===== src/rtl/cc_pkg.sv =====
package cc_pkg;
  typedef enum logic [2:0] {
    ST_IDLE,
    ST_DFETCH,
    ST_NFETCH,
    ST_SRC_RD,
    ST_DST_WR,
    ST_CMPL_WR
  } cc_state_e;

  localparam int FLAG_W   = 8;
  localparam int FLG_NULL = 0;
  localparam int FLG_CMPL = 1;
endpackage


===== src/rtl/cc_desc_reg.sv =====
module cc_desc_reg
  import cc_pkg::*;
#(
  parameter int AW        = 32,
  parameter int LW        = 16,
  parameter int CAP_BYTES = 4096,
  parameter int DESC_W    = FLAG_W + LW + 3 * AW
) (
  input  logic              clk,
  input  logic              rst_n,
  input  logic              load,
  input  logic [DESC_W-1:0] rdata,
  output logic              in_null,
  output logic              in_bad,
  output logic              in_long,
  output logic [AW-1:0]     in_next,
  output logic [AW-1:0]     d_src,
  output logic [AW-1:0]     d_dst,
  output logic [AW-1:0]     d_next,
  output logic [LW-1:0]     d_len,
  output logic              d_cmpl
);
  localparam logic [LW-1:0] CAP_L = LW'(CAP_BYTES);

  logic [FLAG_W-1:0] flags;
  logic [LW-1:0]     len_f;

  // field split of the reply beat
  assign flags   = rdata[DESC_W-1 -: FLAG_W];
  assign len_f   = rdata[3*AW +: LW];
  assign in_next = rdata[0 +: AW];
  assign in_null = flags[FLG_NULL];
  assign in_bad  = |flags[FLAG_W-1:2];
  assign in_long = len_f > CAP_L;

  always_ff @(posedge clk or negedge rst_n) begin
    if (!rst_n) begin
      d_src  <= '0;
      d_dst  <= '0;
      d_next <= '0;
      d_len  <= '0;
      d_cmpl <= 1'b0;
    end else if (load) begin
      d_src  <= rdata[2*AW +: AW];
      d_dst  <= rdata[AW +: AW];
      d_next <= rdata[0 +: AW];
      d_len  <= len_f;
      d_cmpl <= flags[FLG_CMPL];
    end
  end
endmodule


===== src/rtl/cc_tally.sv =====
module cc_tally #(
  parameter int LW    = 16,
  parameter int CNT_W = 32
) (
  input  logic             clk,
  input  logic             rst_n,
  input  logic             en,
  input  logic [LW-1:0]    len,
  output logic [CNT_W-1:0] bytes_copied,
  output logic [CNT_W-1:0] descs_done
);
  always_ff @(posedge clk or negedge rst_n) begin
    if (!rst_n) begin
      bytes_copied <= '0;
      descs_done   <= '0;
    end else if (en) begin
      bytes_copied <= bytes_copied + CNT_W'(len);
      descs_done   <= descs_done + 1'b1;
    end
  end

  // descriptor count only ever steps by one
  p_count_step_r13: assert property (@(posedge clk) disable iff (!rst_n)
    (descs_done != $past(descs_done)) |-> (descs_done == $past(descs_done) + 1'b1));
endmodule


===== src/rtl/cc_fsm.sv =====
module cc_fsm
  import cc_pkg::*;
#(
  parameter int AW          = 32,
  parameter int LW          = 16,
  parameter int CAP_BYTES   = 4096,
  parameter int NEXT_OFFSET = 8,
  parameter int DESC_BYTES  = 15
) (
  input  logic          clk,
  input  logic          rst_n,
  input  logic          cmd_start,
  input  logic          cmd_append,
  input  logic          cmd_reset,
  input  logic [AW-1:0] chain_addr,
  input  logic [AW-1:0] cmpl_addr,
  input  logic          mem_ack,
  input  logic          in_null,
  input  logic          in_bad,
  input  logic          in_long,
  input  logic [AW-1:0] in_next,
  input  logic [AW-1:0] d_src,
  input  logic [AW-1:0] d_dst,
  input  logic [AW-1:0] d_next,
  input  logic [LW-1:0] d_len,
  input  logic          d_cmpl,
  output logic          desc_load,
  output logic          tally_en,
  output logic          mem_req,
  output logic          mem_wr,
  output logic [AW-1:0] mem_addr,
  output logic [LW-1:0] mem_len,
  output logic [AW-1:0] mem_wdata,
  output logic          busy,
  output logic [1:0]    xfer_status,
  output logic [AW-7:0] done_addr,
  output logic [1:0]    err_flags
);
  localparam logic [LW-1:0] CAP_L   = LW'(CAP_BYTES);
  localparam logic [LW-1:0] DLEN_L  = LW'(DESC_BYTES);
  localparam logic [LW-1:0] PLEN_L  = LW'(AW / 8);
  localparam logic [1:0]    ST_RST  = 2'd3;

  cc_state_e     state_q, state_n;
  logic [AW-1:0] fetch_q, fetch_n;
  logic [AW-1:0] last_q, last_n;
  logic          papp_q, papp_n;
  logic          prst_q, prst_n;
  logic [1:0]    stat_q, stat_n;
  logic [AW-7:0] done_q, done_n;
  logic [1:0]    err_q, err_n;
  logic          pa, pr;

  // held commands including one arriving in this cycle
  assign pa = papp_q | cmd_append;
  assign pr = prst_q | cmd_reset;

  always_comb begin
    state_n = state_q;
    fetch_n = fetch_q;
    last_n  = last_q;
    papp_n  = papp_q;
    prst_n  = prst_q;
    stat_n  = stat_q;
    done_n  = done_q;
    err_n   = err_q;
    if (state_q != ST_IDLE) begin
      papp_n = pa;
      prst_n = pr;
    end
    case (state_q)
      ST_IDLE: begin
        if (cmd_start) begin
          state_n = ST_DFETCH;
          fetch_n = chain_addr;
          stat_n  = 2'd0;
          err_n   = 2'd0;
        end else if (cmd_append) begin
          state_n = ST_NFETCH;
        end else if (cmd_reset) begin
          stat_n = ST_RST;
        end
      end
      ST_DFETCH: if (mem_ack) begin
        last_n = fetch_q;
        if (in_null || in_bad || in_long) begin
          state_n = ST_IDLE;
          papp_n  = 1'b0;
          prst_n  = 1'b0;
          if (pr) stat_n = ST_RST;
          if (!in_null && in_bad) err_n[0] = 1'b1;
          else if (!in_null && in_long) err_n[1] = 1'b1;
        end else begin
          state_n = ST_SRC_RD;
        end
      end
      ST_NFETCH: if (mem_ack) begin
        if (in_next == '0) begin
          state_n = ST_IDLE;
          papp_n  = 1'b0;
          prst_n  = 1'b0;
          if (pr) stat_n = ST_RST;
        end else begin
          state_n = ST_DFETCH;
          fetch_n = in_next;
        end
      end
      ST_SRC_RD: if (mem_ack) state_n = ST_DST_WR;
      default: begin
        // ST_DST_WR and ST_CMPL_WR
        if (mem_ack) begin
          if (state_q == ST_DST_WR) done_n = last_q[AW-1:6];
          if (state_q == ST_DST_WR && d_cmpl) begin
            state_n = ST_CMPL_WR;
          end else if (pr) begin
            state_n = ST_IDLE;
            stat_n  = ST_RST;
            papp_n  = 1'b0;
            prst_n  = 1'b0;
          end else if (d_next != '0) begin
            state_n = ST_DFETCH;
            fetch_n = d_next;
          end else if (pa) begin
            state_n = ST_NFETCH;
            papp_n  = 1'b0;
          end else begin
            state_n = ST_IDLE;
            papp_n  = 1'b0;
            prst_n  = 1'b0;
          end
        end
      end
    endcase
  end

  always_ff @(posedge clk or negedge rst_n) begin
    if (!rst_n) begin
      state_q <= ST_IDLE;
      fetch_q <= '0;
      last_q  <= '0;
      papp_q  <= 1'b0;
      prst_q  <= 1'b0;
      stat_q  <= ST_RST;
      done_q  <= '0;
      err_q   <= '0;
    end else begin
      state_q <= state_n;
      fetch_q <= fetch_n;
      last_q  <= last_n;
      papp_q  <= papp_n;
      prst_q  <= prst_n;
      stat_q  <= stat_n;
      done_q  <= done_n;
      err_q   <= err_n;
    end
  end

  // request decode
  always_comb begin
    mem_addr = '0;
    mem_len  = '0;
    case (state_q)
      ST_DFETCH:  begin mem_addr = fetch_q;                   mem_len = DLEN_L; end
      ST_NFETCH:  begin mem_addr = last_q + AW'(NEXT_OFFSET); mem_len = PLEN_L; end
      ST_SRC_RD:  begin mem_addr = d_src;                     mem_len = d_len;  end
      ST_DST_WR:  begin mem_addr = d_dst;                     mem_len = d_len;  end
      ST_CMPL_WR: begin mem_addr = cmpl_addr;                 mem_len = PLEN_L; end
      default: ;
    endcase
  end

  assign mem_req     = (state_q != ST_IDLE);
  assign mem_wr      = (state_q == ST_DST_WR) || (state_q == ST_CMPL_WR);
  assign mem_wdata   = {done_q, 4'b0000, stat_q[1], 1'b1};
  assign desc_load   = (state_q == ST_DFETCH) && mem_ack;
  assign tally_en    = (state_q == ST_SRC_RD) && mem_ack;
  assign busy        = (state_q != ST_IDLE);
  assign xfer_status = stat_q;
  assign done_addr   = done_q;
  assign err_flags   = err_q;

  p_hold_req_r3: assert property (@(posedge clk) disable iff (!rst_n)
    (mem_req && !mem_ack) |=> (mem_req && $stable(mem_addr) && $stable(mem_len) && $stable(mem_wr)));

  p_start_r2: assert property (@(posedge clk) disable iff (!rst_n)
    (cmd_start && !busy) |=> (busy && xfer_status == 2'd0 && mem_addr == $past(chain_addr)));

  p_reset_idle_r12: assert property (@(posedge clk) disable iff (!rst_n)
    (cmd_reset && !cmd_start && !cmd_append && !busy) |=> (!busy && xfer_status == ST_RST));

  p_cmpl_word_r4: assert property (@(posedge clk) disable iff (!rst_n)
    (state_q == ST_CMPL_WR) |-> (mem_wr && mem_wdata[0] && mem_wdata[AW-1:6] == last_q[AW-1:6]));

  p_len_cap_r9: assert property (@(posedge clk) disable iff (!rst_n)
    (state_q == ST_SRC_RD) |-> (mem_len <= CAP_L));
endmodule


===== src/rtl/cc_copy_chan.sv =====
module cc_copy_chan
  import cc_pkg::*;
#(
  parameter int AW          = 32,
  parameter int LW          = 16,
  parameter int CAP_BYTES   = 4096,
  parameter int CNT_W       = 32,
  parameter int NEXT_OFFSET = 8,
  parameter int DESC_W      = FLAG_W + LW + 3 * AW
) (
  input  logic              clk,
  input  logic              rst_n,
  input  logic              cmd_start,
  input  logic              cmd_append,
  input  logic              cmd_reset,
  input  logic [AW-1:0]     chain_addr,
  input  logic [AW-1:0]     cmpl_addr,
  output logic              mem_req,
  output logic              mem_wr,
  output logic [AW-1:0]     mem_addr,
  output logic [LW-1:0]     mem_len,
  output logic [AW-1:0]     mem_wdata,
  input  logic              mem_ack,
  input  logic [DESC_W-1:0] mem_rdata,
  output logic              busy,
  output logic [1:0]        xfer_status,
  output logic [AW-7:0]     done_addr,
  output logic [1:0]        err_flags,
  output logic [CNT_W-1:0]  bytes_copied,
  output logic [CNT_W-1:0]  descs_done
);
  localparam int DESC_BYTES = (DESC_W + 7) / 8;

  logic          desc_load, tally_en;
  logic          in_null, in_bad, in_long, d_cmpl;
  logic [AW-1:0] in_next, d_src, d_dst, d_next;
  logic [LW-1:0] d_len;

  cc_desc_reg #(.AW(AW), .LW(LW), .CAP_BYTES(CAP_BYTES), .DESC_W(DESC_W)) u_desc (
    .clk, .rst_n, .load(desc_load), .rdata(mem_rdata),
    .in_null, .in_bad, .in_long, .in_next,
    .d_src, .d_dst, .d_next, .d_len, .d_cmpl
  );

  cc_fsm #(.AW(AW), .LW(LW), .CAP_BYTES(CAP_BYTES), .NEXT_OFFSET(NEXT_OFFSET),
           .DESC_BYTES(DESC_BYTES)) u_fsm (
    .clk, .rst_n, .cmd_start, .cmd_append, .cmd_reset, .chain_addr, .cmpl_addr,
    .mem_ack, .in_null, .in_bad, .in_long, .in_next,
    .d_src, .d_dst, .d_next, .d_len, .d_cmpl,
    .desc_load, .tally_en, .mem_req, .mem_wr, .mem_addr, .mem_len, .mem_wdata,
    .busy, .xfer_status, .done_addr, .err_flags
  );

  cc_tally #(.LW(LW), .CNT_W(CNT_W)) u_tally (
    .clk, .rst_n, .en(tally_en), .len(d_len), .bytes_copied, .descs_done
  );
endmodule


===== config.mk =====
export PLATFORM = sky130hd
export DESIGN_NAME = cc_copy_chan
export DESIGN_NICKNAME = d
export VERILOG_FILES = /design/src/rtl/cc_pkg.sv /design/src/rtl/cc_desc_reg.sv /design/src/rtl/cc_tally.sv /design/src/rtl/cc_fsm.sv /design/src/rtl/cc_copy_chan.sv
export SDC_FILE = /design/constraint.sdc
export NUM_CORES = 1
export LEC_CHECK = 0
export BUFFER_PORTS_ARGS = -buffer_cell sky130_fd_sc_hd__buf_2
export CAP_MARGIN = 20
export CORE_MARGIN = 5
export CORE_UTILIZATION = 35
export CTS_CLUSTER_DIAMETER = 80
export DETAILED_ROUTE_END_ITERATION = 10
export PLACE_DENSITY_LB_ADDON = 0.25
export SLEW_MARGIN = 20
export SYNTH_ARGS = -nofsm -noshare
export SYNTH_HDL_FRONTEND = slang
export SYNTH_SLANG_ARGS = --single-unit

===== constraint.sdc =====
create_clock -name clk -period 3.2 [get_ports clk]
set_input_delay 0.32 -clock clk [delete_from_list [all_inputs] [get_ports clk]]
set_output_delay 0.32 -clock clk [all_outputs]
set_load 0.02 [all_outputs]

==> run_results.csv <==
group,metric,value,unit
die,initial_core_util,35.3,%
sta,relSlewSlack,43.5,%
synthesis,yosys_most_used_dff,"dfrtp_1",
flow_run,max_cap_viol_count,0,
cts,cts_tree,"built",
sta,hold_violations,0,
detailed_routing,dr.pass1.iters,5,
worst_hold_path,min_path_type,"in2reg",
detailed_routing,wl_per_cell,20.2,microns
synthesis,ys_warn_count,0,
finish,fill_cells,3867,
sta,finalSetupViolCount,0,
cts,clockBufferDepth,3,
setup_path,worstSetupStartpointType,"flop",
detailed_routing,route.vias.total,11500,
synthesis,yosysTopAreaCell,"dfrtp_1",
finish,syn_to_final_growth,26.4,%
finish,layout_commonest_cell,"buf_2",
cts,cts-root-buf,"clkbuf_16",
die,fp.dieH,212,microns
detailed_routing,wirelength,45200,microns
synthesis,synth_cell_types,68,
die,core_area,0.0406,sq mm
sta,period_share,96.0,%
global_route,grt_pass1_vias,11700,
detailed_routing,drc_errors,0,
detailed_routing,drt.antenna.violating_nets,0,
power_and_ir_drop,p_total,18.8,mW
finish,fin_nets,1887,
power_and_ir_drop,p_leak,8.52,nW
setup_path,path_class,"reg2out",
die,ios,367,
synthesis,synth_top_area_share,47.8,%
setup_path,arrival,2.75,ns
synthesis,ys_top_cells_by_area,"dfrtp_1, mux2_2, mux2i_1",
die,fp.dieArea,0.0451,sq mm
die,rows,74,
setup_path,end_kind,"output port",
power_and_ir_drop,p_per_area,1040,mW/mm^2
cts,cts_made_buffers,34,
sta,hold_ws,0.0363,ns
finish,drive_gt1_share,38.3,%
sta,fmax,326,MHz
outcome,status,"finished, final reports clean",
global_route,globalRouteTotalUtil,19.5,%
setup_path,crit_path_start,"u_fsm.state_q[1]",
cts,clock_latency,0.54,ns
synthesis,synth_area_per_cell,10.9,sq um
sta,final_max_slew_viol_count,0,
global_route,overflow,0,
cts,clkTransAtPathRegs,0.06,ns
die,die-width,212,microns
global_route,antenna_found_initial,4,
synthesis,ys_seq_elements,275,
synthesis,syn_area,0.0143,sq mm
place,dpl.hpwl,34000,microns
global_route,grt_max_degree,95,
place,gp_congestion,0.820,
sta,fin_skew,0.0215,ns
setup_path,cp_max_fo,33,
synthesis,async_reset_ff_share,100,%
setup_path,worstPathRequired,2.88,ns
synthesis,yosysSeqAreaShare,48.0,%
sta,period_needed,3.07,ns
detailed_routing,vias_per_cell,5.13,
finish,layout_common_cells,"buf_2, dfrtp_1, mux2_2",
power_and_ir_drop,irDropWorstVdd,493,uV
cts,cts_max_level,2,
sta,worstMarginPinSlew,0.844,ns
cts,clock-sinks,275,
detailed_routing,first_iter_violations,735,
setup_path,r2r-start,"u_tally.bytes_copied[0]",
synthesis,synth_cells,1310,
place,io_buffers,361,
synthesis,synth_edf_count,0,
worst_hold_path,min_from,"mem_rdata[89]",
global_route,grt_pass1_wl,68600,microns
## cell type report
type                    count  area [sq um]  share of cell area [%]
repair buffers            430          2570                    14.2
diodes                      3          7.51                  0.0414
multi-input cells         927          6880                    38.0
well taps                 532           666                    3.67
inverters                  10          37.5                   0.207
clock inverters            10           105                   0.580
flip-flops and latches    275          6890                    38.0
clock buffers              49           957                    5.28
## synthesized netlist by cell type (3+ instances only)
cell type	count
a211oi_1	4
a21o_1	10
a21oi_1	69
a22o_1	10
a22oi_1	13
a31oi_1	5
and2_1	7
and3_1	19
and4_1	6
buf_2	35
buf_4	34
clkbuf_1	29
dfrtp_1	274
ha_1	18
inv_1	10
mux2_2	188
mux2i_1	57
nand2_1	112
nand2b_1	7
nand3_1	24
nand4_1	18
nor2_1	74
nor2_2	4
nor2b_1	17
nor3_1	8
nor3b_1	4
nor4_1	20
o2111ai_1	7
o21ai_0	66
o21bai_1	3
o221ai_1	19
o22ai_1	7
o31ai_1	3
or2_2	3
or3_1	3
xnor2_1	52
xor2_1	32
## registers in the layout, summed over array words and instances (netlist names), 16 cells and up
register / count
u_desc.d_dst: 32
u_desc.d_len: 16
u_desc.d_next: 32
u_desc.d_src: 32
u_fsm.done_addr: 26
u_fsm.fetch_q: 32
u_fsm.last_q: 32
u_tally.bytes_copied: 32
u_tally.descs_done: 32
## power by group
part | leakage, nW | switching, mW | internal (mW)
clock | 0.521 | 1.53 | 2.17
combinational | 4.55 | 5.03 | 3.71
sequential | 3.45 | 1.39 | 4.92
total | 8.52 | 7.94 | 10.8
## final timing paths
| path | to | slack, ns | cells past startpoint |
|---|---|---|---|
| max | mem_addr[15] | 0.13 | 5 |
| min | u_desc.d_src[25] | 0.04 | 2 |
| max reg2reg | u_tally.bytes_copied[28] | 0.52 | 8 |
| min reg2reg | u_tally.bytes_copied[31] | 0.47 | 1 |
| max in group asynchronous | u_desc.d_dst[24] | 1.95 | 3 |
| min in group asynchronous | u_tally.bytes_copied[13] | 0.44 | 2 |
## logic make-up after synthesis
kind of cell    Yosys count  synth area share, %
other cells               2               0.0524
flops                   275                 48.0
compound gates          235                 10.4
mux                     245                 18.8
simple gates            339                 11.8
buf+inv                 111                 4.16
xor+xnor                 84                 5.13
fa+ha+maj                19                 1.71
## metal layers
| layer | GRT usage, % | share of wire, % | vias to the layer above |
|---|---|---|---|
| met5 | 0 | 0.060 | - |
| met4 | 5.91 | 2.5 | 4 |
| met3 | 3.67 | 6.0 | 72 |
| met2 | 31.1 | 47 | 342 |
| met1 | 27.1 | 45 | 5609 |
| li1 | - | - | 5444 |
## metrics by stage
| stage | worst slack [ns] | TNS [ns] | instance area, sq um | util (%) | std cells |
|---|---|---|---|---|---|
| floorplan | 0.766 | 0 | 14300 | - | 1313 |
| global placement | 0.649 | 0 | 16600 | 40.8 | 2130 |
| detailed placement | 0.542 | 0 | 16600 | 40.8 | 2130 |
| CTS | 0.0556 | 0 | 18100 | 44.5 | 2232 |
| global route | -0.0132 | -0.0132 | 18100 | 44.6 | 2234 |
| finish | 0.128 | 0 | 18100 | 44.6 | 2236 |
## critical path: stages, from the launching register on
cell and delay [ns]:
dfrtp_4 0.63, buf_4 0.53, mux2_2 0.40, a221oi_1 0.27
o22ai_1 0.18, buf_2 0.20
## timing repair
item,in CTS,in global routing
hold buffers,43,0
resized for setup,0,4
endpoints found under the hold margin,129,0
buffers inserted,0,1
endpoints found under the setup margin,0,8
Power figures use the tool's default switching activity.
